<file path="config.mk">
export PLATFORM = sky130hd
export DESIGN_NAME = flash_cmd_seq
export DESIGN_NICKNAME = d
export VERILOG_FILES = /design/src/rtl/fseq_pkg.sv /design/src/rtl/fseq_hdr_decode.sv /design/src/rtl/fseq_addr_cnt.sv /design/src/rtl/fseq_load_buf.sv /design/src/rtl/flash_cmd_seq.sv
export SDC_FILE = /design/constraint.sdc
export NUM_CORES = 2
export LEC_CHECK = 0
export BUFFER_PORTS_ARGS = -buffer_cell sky130_fd_sc_hd__buf_2
export CORE_MARGIN = 5
export CORE_UTILIZATION = 39
export CTS_BUF_LIST = sky130_fd_sc_hd__clkbuf_4
export CTS_CLUSTER_SIZE = 14
export DETAILED_ROUTE_END_ITERATION = 12
export PLACE_DENSITY = 0.64
export RECOVER_POWER = 100
export SLEW_MARGIN = 5
export SYNTH_ARGS = -nofsm -noshare
export SYNTH_HDL_FRONTEND = slang
export SYNTH_SLANG_ARGS = --single-unit
</file>
<file path="constraint.sdc">
create_clock -name clk_i -period 3.5 [get_ports clk_i]
set_input_delay 0.525 -clock clk_i [delete_from_list [all_inputs] [get_ports clk_i]]
set_output_delay 0.525 -clock clk_i [all_outputs]
set_load 0.02 [all_outputs]
</file>
<file path="src/rtl/fseq_pkg.sv">
`timescale 1ns/1ps
package fseq_pkg;
  localparam logic [7:0] OPC_READ = 8'h1E;
  localparam logic [7:0] OPC_WP   = 8'h01;
  localparam logic [7:0] OPC_WPL  = 8'h02;
  localparam logic [7:0] OPC_EWP  = 8'h03;
  localparam logic [7:0] OPC_EWPL = 8'h04;

  typedef struct packed {
    logic ok;
    logic rd;
    logic erase;
    logic lock;
  } cmd_t;

  typedef enum logic [3:0] {
    S_HDR, S_ADR, S_RD_REQ, S_RD_CAP, S_RD_OUT, S_WR,
    S_ERASE, S_ERASE_W, S_PROG, S_PROG_W, S_LOCK, S_LOCK_W
  } state_e;
endpackage

</file>
<file path="src/rtl/fseq_hdr_decode.sv">
`timescale 1ns/1ps
module fseq_hdr_decode
  import fseq_pkg::*;
#(
  parameter int CNT_W = 16
) (
  input  logic [CNT_W-1:0] cnt_field_i,
  input  logic [7:0]       opc_i,
  output logic [CNT_W-1:0] cnt_o,
  output cmd_t             cmd_o
);
  assign cnt_o = cnt_field_i;

  always_comb begin
    cmd_o = '0;
    unique case (opc_i)
      OPC_READ: cmd_o = '{ok: 1'b1, rd: 1'b1, erase: 1'b0, lock: 1'b0};
      OPC_WP:   cmd_o = '{ok: 1'b1, rd: 1'b0, erase: 1'b0, lock: 1'b0};
      OPC_WPL:  cmd_o = '{ok: 1'b1, rd: 1'b0, erase: 1'b0, lock: 1'b1};
      OPC_EWP:  cmd_o = '{ok: 1'b1, rd: 1'b0, erase: 1'b1, lock: 1'b0};
      OPC_EWPL: cmd_o = '{ok: 1'b1, rd: 1'b0, erase: 1'b1, lock: 1'b1};
      default:  cmd_o = '0;
    endcase
  end
endmodule

</file>
<file path="src/rtl/fseq_addr_cnt.sv">
`timescale 1ns/1ps
module fseq_addr_cnt #(
  parameter int ADDR_W     = 32,
  parameter int CNT_W      = 16,
  parameter int PAGE_WORDS = 128
) (
  input  logic                          clk_i,
  input  logic                          rst_ni,
  input  logic                          load_cnt_i,
  input  logic [CNT_W-1:0]              cnt_i,
  input  logic                          load_addr_i,
  input  logic [ADDR_W-1:0]             addr_i,
  input  logic                          step_i,
  output logic [ADDR_W-1:0]             addr_o,
  output logic                          cnt_zero_o,
  output logic                          last_o,
  output logic                          page_end_o,
  output logic [$clog2(PAGE_WORDS)-1:0] widx_o
);
  localparam int IDX_W = $clog2(PAGE_WORDS);
  localparam int PB_W  = IDX_W + 2;

  logic [ADDR_W-1:0] addr_q;
  logic [CNT_W-1:0]  cnt_q;

  always_ff @(posedge clk_i or negedge rst_ni) begin
    if (!rst_ni) begin
      addr_q <= '0;
      cnt_q  <= '0;
    end else begin
      if (load_addr_i)      addr_q <= addr_i;
      else if (step_i)      addr_q <= addr_q + ADDR_W'(4);
      if (load_cnt_i)       cnt_q  <= cnt_i;
      else if (step_i)      cnt_q  <= cnt_q - CNT_W'(1);
    end
  end

  assign addr_o     = addr_q;
  assign widx_o     = addr_q[PB_W-1:2];
  assign cnt_zero_o = (cnt_q == '0);
  assign last_o     = (cnt_q == CNT_W'(1));
  assign page_end_o = (widx_o == IDX_W'(PAGE_WORDS - 1));

  AST_ADDR_STEP: assert property (@(posedge clk_i) disable iff (!rst_ni)
    step_i && !load_addr_i |=> addr_o == $past(addr_o) + ADDR_W'(4));
  AST_NO_STEP_PAST_END: assert property (@(posedge clk_i) disable iff (!rst_ni)
    step_i |-> !cnt_zero_o);
endmodule

</file>
<file path="src/rtl/fseq_load_buf.sv">
`timescale 1ns/1ps
module fseq_load_buf #(
  parameter int DATA_W     = 32,
  parameter int PAGE_WORDS = 128
) (
  input  logic                          clk_i,
  input  logic                          rst_ni,
  input  logic                          we_i,
  input  logic [$clog2(PAGE_WORDS)-1:0] widx_i,
  input  logic [DATA_W-1:0]             wdata_i,
  input  logic                          clr_i,
  input  logic [$clog2(PAGE_WORDS)-1:0] ridx_i,
  output logic [DATA_W-1:0]             rdata_o
);
  logic [DATA_W-1:0]     mem_q [PAGE_WORDS];
  logic [PAGE_WORDS-1:0] vld_q;

  always_ff @(posedge clk_i) begin
    if (we_i) mem_q[widx_i] <= wdata_i;
  end

  // valid mask stands in for an all-ones refill of the page
  always_ff @(posedge clk_i or negedge rst_ni) begin
    if (!rst_ni)     vld_q <= '0;
    else if (clr_i)  vld_q <= '0;
    else if (we_i)   vld_q[widx_i] <= 1'b1;
  end

  assign rdata_o = vld_q[ridx_i] ? mem_q[ridx_i] : '1;

  AST_CLR_ERASED: assert property (@(posedge clk_i) disable iff (!rst_ni)
    clr_i |=> rdata_o == '1);
  AST_NO_WR_ON_CLR: assert property (@(posedge clk_i) disable iff (!rst_ni)
    !(clr_i && we_i));
endmodule

</file>
<file path="src/rtl/flash_cmd_seq.sv">
`timescale 1ns/1ps
module flash_cmd_seq
  import fseq_pkg::*;
#(
  parameter int ADDR_W     = 32,
  parameter int CNT_W      = 16,
  parameter int PAGE_WORDS = 128
) (
  input  logic                          clk_i,
  input  logic                          rst_ni,
  input  logic                          in_valid_i,
  output logic                          in_ready_o,
  input  logic [31:0]                   in_data_i,
  output logic                          out_valid_o,
  input  logic                          out_ready_i,
  output logic [31:0]                   out_data_o,
  output logic                          err_o,
  output logic [ADDR_W-1:0]             fl_addr_o,
  output logic                          fl_rd_o,
  input  logic [31:0]                   fl_rdata_i,
  output logic                          fl_erase_o,
  output logic                          fl_prog_o,
  output logic                          fl_lock_o,
  input  logic                          fl_busy_i,
  input  logic [$clog2(PAGE_WORDS)-1:0] fl_buf_idx_i,
  output logic [31:0]                   fl_buf_data_o
);
  localparam int IDX_W = $clog2(PAGE_WORDS);
  localparam int PB_W  = IDX_W + 2;

  state_e            st_q, st_d;
  cmd_t              hdr_cmd, cmd_q;
  logic [CNT_W-1:0]  hdr_cnt;
  logic [ADDR_W-1:0] cur_addr, page_q;
  logic [IDX_W-1:0]  widx;
  logic              cnt_zero, cnt_last, page_end;
  logic              final_q, err_q, out_v_q;
  logic [31:0]       out_q;
  logic              acc, addr_good, ld_cnt, ld_addr, step, buf_we, buf_clr;

  fseq_hdr_decode #(.CNT_W(CNT_W)) u_dec (
    .cnt_field_i (in_data_i[16 +: CNT_W]),
    .opc_i       (in_data_i[7:0]),
    .cnt_o       (hdr_cnt),
    .cmd_o       (hdr_cmd)
  );

  fseq_addr_cnt #(.ADDR_W(ADDR_W), .CNT_W(CNT_W), .PAGE_WORDS(PAGE_WORDS)) u_ac (
    .clk_i       (clk_i),
    .rst_ni      (rst_ni),
    .load_cnt_i  (ld_cnt),
    .cnt_i       (hdr_cnt),
    .load_addr_i (ld_addr),
    .addr_i      (in_data_i[ADDR_W-1:0]),
    .step_i      (step),
    .addr_o      (cur_addr),
    .cnt_zero_o  (cnt_zero),
    .last_o      (cnt_last),
    .page_end_o  (page_end),
    .widx_o      (widx)
  );

  fseq_load_buf #(.DATA_W(32), .PAGE_WORDS(PAGE_WORDS)) u_buf (
    .clk_i   (clk_i),
    .rst_ni  (rst_ni),
    .we_i    (buf_we),
    .widx_i  (widx),
    .wdata_i (in_data_i),
    .clr_i   (buf_clr),
    .ridx_i  (fl_buf_idx_i),
    .rdata_o (fl_buf_data_o)
  );

  assign in_ready_o = !fl_busy_i && (st_q == S_HDR || st_q == S_ADR || st_q == S_WR);
  assign acc        = in_valid_i && in_ready_o;
  assign addr_good  = cmd_q.ok && (in_data_i[1:0] == 2'b00);
  assign ld_cnt     = (st_q == S_HDR) && acc;
  assign ld_addr    = (st_q == S_ADR) && acc && addr_good && !cnt_zero;
  assign buf_we     = (st_q == S_WR) && acc;
  assign step       = buf_we || ((st_q == S_RD_OUT) && out_ready_i);
  assign buf_clr    = (st_q == S_PROG_W) && !fl_busy_i;

  always_comb begin
    st_d = st_q;
    unique case (st_q)
      S_HDR:     if (acc) st_d = S_ADR;
      S_ADR:     if (acc) begin
                   if (!addr_good || cnt_zero) st_d = S_HDR;
                   else if (cmd_q.rd)          st_d = S_RD_REQ;
                   else                        st_d = S_WR;
                 end
      S_RD_REQ:  st_d = S_RD_CAP;
      S_RD_CAP:  st_d = S_RD_OUT;
      S_RD_OUT:  if (out_ready_i) st_d = cnt_last ? S_HDR : S_RD_REQ;
      S_WR:      if (acc && (cnt_last || page_end)) st_d = cmd_q.erase ? S_ERASE : S_PROG;
      S_ERASE:   st_d = S_ERASE_W;
      S_ERASE_W: if (!fl_busy_i) st_d = S_PROG;
      S_PROG:    st_d = S_PROG_W;
      S_PROG_W:  if (!fl_busy_i) begin
                   if (!final_q)        st_d = S_WR;
                   else if (cmd_q.lock) st_d = S_LOCK;
                   else                 st_d = S_HDR;
                 end
      S_LOCK:    st_d = S_LOCK_W;
      S_LOCK_W:  if (!fl_busy_i) st_d = S_HDR;
      default:   st_d = S_HDR;
    endcase
  end

  always_ff @(posedge clk_i or negedge rst_ni) begin
    if (!rst_ni) begin
      st_q    <= S_HDR;
      cmd_q   <= '0;
      final_q <= 1'b0;
      page_q  <= '0;
      err_q   <= 1'b0;
      out_v_q <= 1'b0;
      out_q   <= '0;
    end else begin
      st_q  <= st_d;
      err_q <= (st_q == S_ADR) && acc && !addr_good;
      if (ld_cnt) cmd_q <= hdr_cmd;
      if (buf_we) begin
        final_q <= cnt_last;
        page_q  <= {cur_addr[ADDR_W-1:PB_W], PB_W'(0)};
      end
      if (st_q == S_RD_CAP) begin
        out_q   <= fl_rdata_i;
        out_v_q <= 1'b1;
      end else if (st_q == S_RD_OUT && out_ready_i) begin
        out_v_q <= 1'b0;
      end
    end
  end

  assign out_valid_o = out_v_q;
  assign out_data_o  = out_q;
  assign err_o       = err_q;
  assign fl_rd_o     = (st_q == S_RD_REQ);
  assign fl_erase_o  = (st_q == S_ERASE);
  assign fl_prog_o   = (st_q == S_PROG);
  assign fl_lock_o   = (st_q == S_LOCK);
  assign fl_addr_o   = (st_q == S_RD_REQ) ? cur_addr : page_q;

  AST_NO_STROBE_BUSY: assert property (@(posedge clk_i) disable iff (!rst_ni)
    fl_busy_i |-> !(fl_rd_o || fl_erase_o || fl_prog_o || fl_lock_o));
  AST_ONE_STROBE: assert property (@(posedge clk_i) disable iff (!rst_ni)
    $onehot0({fl_rd_o, fl_erase_o, fl_prog_o, fl_lock_o}));
  AST_OUT_HOLD: assert property (@(posedge clk_i) disable iff (!rst_ni)
    out_valid_o && !out_ready_i |=> out_valid_o && $stable(out_data_o));
  AST_PROG_ALIGNED: assert property (@(posedge clk_i) disable iff (!rst_ni)
    fl_prog_o |-> fl_addr_o[PB_W-1:0] == '0);
  AST_ERR_NO_ACCESS: assert property (@(posedge clk_i) disable iff (!rst_ni)
    err_o |-> !(fl_rd_o || fl_erase_o || fl_prog_o || fl_lock_o) && !out_valid_o);
  AST_ERASE_THEN_PROG: assert property (@(posedge clk_i) disable iff (!rst_ni)
    fl_erase_o |=> !fl_prog_o && !fl_lock_o);
endmodule

</file>
==> reports/results.txt <==
Fin nets: 9911
Largest family of logic cells by synthesized area: multiplexers
Peak VDD IR: 0.0003424 V
Largest net degree at the start of global routing: 114
Initial core utilization: 39.12%
Total power divided by cell area: 540.6 nW/um^2
Worst Skew: 0.2208 ns
Number of global-route vias before repair: 96830
Final Setup Violations: 2093
Syn_nets: 7890
Clk pwr share: 38.8%
Max incr delay on CP: 0.40 ns
Die area: 441500 sq um
Mux cell area share after synthesis: 15.22%
Unrepaired setup endpoints after global routing: yes
Final Hold Viols: 0
Reg2reg path depth: 9
Synth Area in Compound Gates: 4.143%
WP data arrival: 4.26 ns
Leakage: 0.06633 uW
Cts bufs inserted: 1149
Syn_area_per_cell: 21.39 sq um
Comb pwr share: 7.8%
Number of library cell types mapped by synthesis: 68
Measured slew at the worst slew-check pin: 3.840 ns
Layout cell share with drive strength beyond 1: 38.06%
Seq/Total Area, Yosys: 77.25%
I/O pin count: 179
Cell count after synthesis: 7811
Failing checks: capacitance limit, slew limit, setup timing
Port Buffer Count: 178
Flop pwr share: 53.4%
Post-synthesis xor/xnor area fraction: 0.1206%
Fin crit period: 4.783 ns
Dpl hpwl: 284800 um
NetSw: 25260 uW
Final WL: 490500 um
WHS: 0.2888 ns
Total power draw: 108100 uW
Cell area after layout: 199900 sq um
CP max-delay cell: dfrtp_1
Number of synthesized register bits: 4338
Setup ws final: -1.283 ns
Post-synth top area cell: edfxtp_1
Worst rel slew slack: -156.0%
Final Slew Violations: 3153
Post-DRT Antenna Nets: 0
Post-synth ARST share: 5.579%
Die outline height: 664.5 um
CP required: 2.97 ns
Placed cell area: 185100 sq um
CTS max path bufs: 5
Worst Hold Depth: 4
Vias/cell: 5.773
Startpoint types: flop
Post-synth top area share: 73.63%
CTS sink cnt: 4338
Syn Std Cell Area: 167100 sq um
DRT iter0 DRCs: 12630
Final period utilization: 136.6%
Worst-skew pair later-pin latency: 1.72 ns
Drt pass-1 iters: 6
First-pass GRT wire length: 695000 um
Cell Chain, Critical Path: mux2_4, a221o_1, a221oi_2, o22a_1, o21ai_1, or3b_4, buf_12, buf_4, o21bai_4, buf_6
WL/cell: 30.26 um
Worst-path maximum fanout: 5
Internal: 82810 uW
Post-Synth Simple-Gate Area: 1.866%
GRT Resource Usage Total: 22.03%
Top FF cell, synth: edfxtp_1
Post-synth EDFFs: 4096
Endpoint class of the critical path: output pin
Total number of vias: 93560
Status: complete, but fails checks
Critical setup path kind: reg -> out
Area growth from synthesis to layout: 19.66%
Die Wd: 664.5 um
CTS Root Buffer Type: clkbuf_4
Std-Cell Core Area: 427000 sq um
Final RePlAce weighted congestion: 0.8363
Min-Delay Path Class: in -> reg
Residual DRC: 0
CTS tree: done
Fin Setup TNS: -235.73 ns
Core Rows: 240
CTS H-tree lvls: 7
Reg clk slew, reported paths: 0.07 ns
Max-cap violations: 58
Top cells by area, synth: edfxtp_1 (74%), mux4_2 (13%), dfrtp_1 (3.6%), mux2i_1 (1.6%), a22oi_1 (1.2%)
GRT overflow: 0
Synth Area in Adders: 0.02247%
Synth Warn #: 0
F_max: 209.1 MHz
Sw frac: 23.37%
Initial antenna violation count: 37
metal layers:
layer,track usage [%],part of all wire (%),up-vias
li1,-,-,37780
met1,29.64,38,49170
met2,33.60,47,5695
met3,6.326,11,906
met4,9.594,3.8,2
met5,0,0.0024,-
area by class of cell:
cell class / count / area [sq um]
sequential: 4338 / 129100
tap: 5687 / 7116
fill: 35490 / 227100
antenna: 27 / 67.56
clock buffer: 1611 / 12090
inverter: 18 / 75.07
timing repair buffer: 1335 / 13290
clock inverter: 201 / 1274
multi-input combinational: 2990 / 36930
cells in the mapped netlist, types with 10 or more instances:
library cell / instances
a211oi_1: 12
a21oi_1: 102
a221oi_1: 130
a22o_1: 24
a22oi_1: 267
a31oi_1: 11
a41oi_1: 33
and2_1: 14
buf_1: 30
buf_2: 92
buf_4: 61
buf_6: 15
clkbuf_1: 265
dfrtp_1: 242
edfxtp_1: 4096
inv_1: 18
mux2_2: 82
mux2i_1: 265
mux4_2: 970
nand2_1: 197
nand3_1: 175
nor2_1: 173
nor3_1: 41
nor4_1: 10
o211ai_1: 47
o21a_1: 129
o21ai_0: 141
o21bai_1: 23
xnor2_1: 13
xor2_1: 10
cell usage in the layout (no fill, tap or decap), types with 23 or more instances in the layout:
master	instances
nor2_1	70
mux2_4	25
nand2_1	195
edfxtp_1	4096
clkbuf_2	43
clkbuf_4	1637
mux2_2	56
o211ai_1	47
dlygate4sd3_1	141
mux2i_1	265
buf_12	234
nor3_1	31
a41oi_1	29
nor2_2	25
a221oi_1	130
clkbuf_1	99
o21ai_0	141
buf_6	106
o21bai_4	23
nor2_4	78
clkinv_1	147
a22oi_1	265
buf_4	618
a21oi_1	102
o21a_1	129
mux4_2	970
dfrtp_1	242
nand3_1	173
buf_2	46
diode_2	27
sequential cells by signal, indices dropped and copies added, names as in the netlist:
name	count
st_q	4
u_buf.vld_q	128
u_ac.cnt_q	16
u_buf.mem_q	4096
out_data_o	32
out_valid_o	1
cmd_q	4
err_o	1
final_q	1
u_ac.addr_o	32
page_q	23
per-stage QoR:
step	setup WS [ns]	util [%]	std cells
after floorplan	-0.1651	-	7811
after global placement	-1.065	43.35	14180
after detailed placement	-1.067	43.35	14180
after CTS	-1.517	47.14	16170
after global routing	-1.465	46.81	16200
final	-1.283	46.82	16210
what timing repair did:
action                                   CTS  global route
resized for setup                        234            43
gates cloned                               4             1
hold buffers                             157             0
pin swaps                                  6             9
endpoints found under the setup margin    68            65
hold endpoints to repair                4439             0
buffers inserted                          11            16
final timing paths:
| kind | from | end | slack [ns] |
|---|---|---|---|
| worst max-delay path | u_buf.vld_q[110]$_DFFE_PN0P_ | fl_buf_data_o[1] | -1.28 |
| worst min-delay path | fl_rdata_i[8] | out_data_o[8]$_DFFE_PN0P_ | 0.29 |
| worst max register to register | st_q[0]$_DFFE_PN0P_ | u_buf.mem_q[108][29]$_DFFE_PP_ | -0.32 |
| worst min register to register | u_buf.vld_q[54]$_DFFE_PN0P_ | u_buf.vld_q[54]$_DFFE_PN0P_ | 0.49 |
| max in group asynchronous | rst_ni | u_ac.addr_o[4]$_DFFE_PN0P_ | 0.19 |
| min in group asynchronous | rst_ni | out_data_o[20]$_DFFE_PN0P_ | 1.34 |
critical path: cells and delay by family (launching register included):
kind	cells	cell delay, ns
AO/OA/AOI/OAI	5	1.17
buffers and inverters	3	0.44
flip-flops	1	0.40
multiplexers	1	0.27
AND/OR/NAND/NOR	1	0.28
logic make-up after synthesis:
family,count (synthesis)
compound gates,965
mux,1317
fa+ha+maj,3
flops,4338
simple gates,682
buf+inv,483
xor+xnor,23
power by group through the flow:
| stage | sequential [uW] | combinational (uW) | clock (uW) |
|---|---|---|---|
| after global routing | 57700 | 8890 | 45900 |
| after floorplan | 58700 | 3640 | 0 |
| after CTS | 57600 | 8660 | 42900 |
| final | 57700 | 8460 | 41900 |
| after detailed placement | 58700 | 8120 | 0 |
| after global placement | 58700 | 7960 | 0 |
No activity file was read; power rests on OpenSTA's default activity.
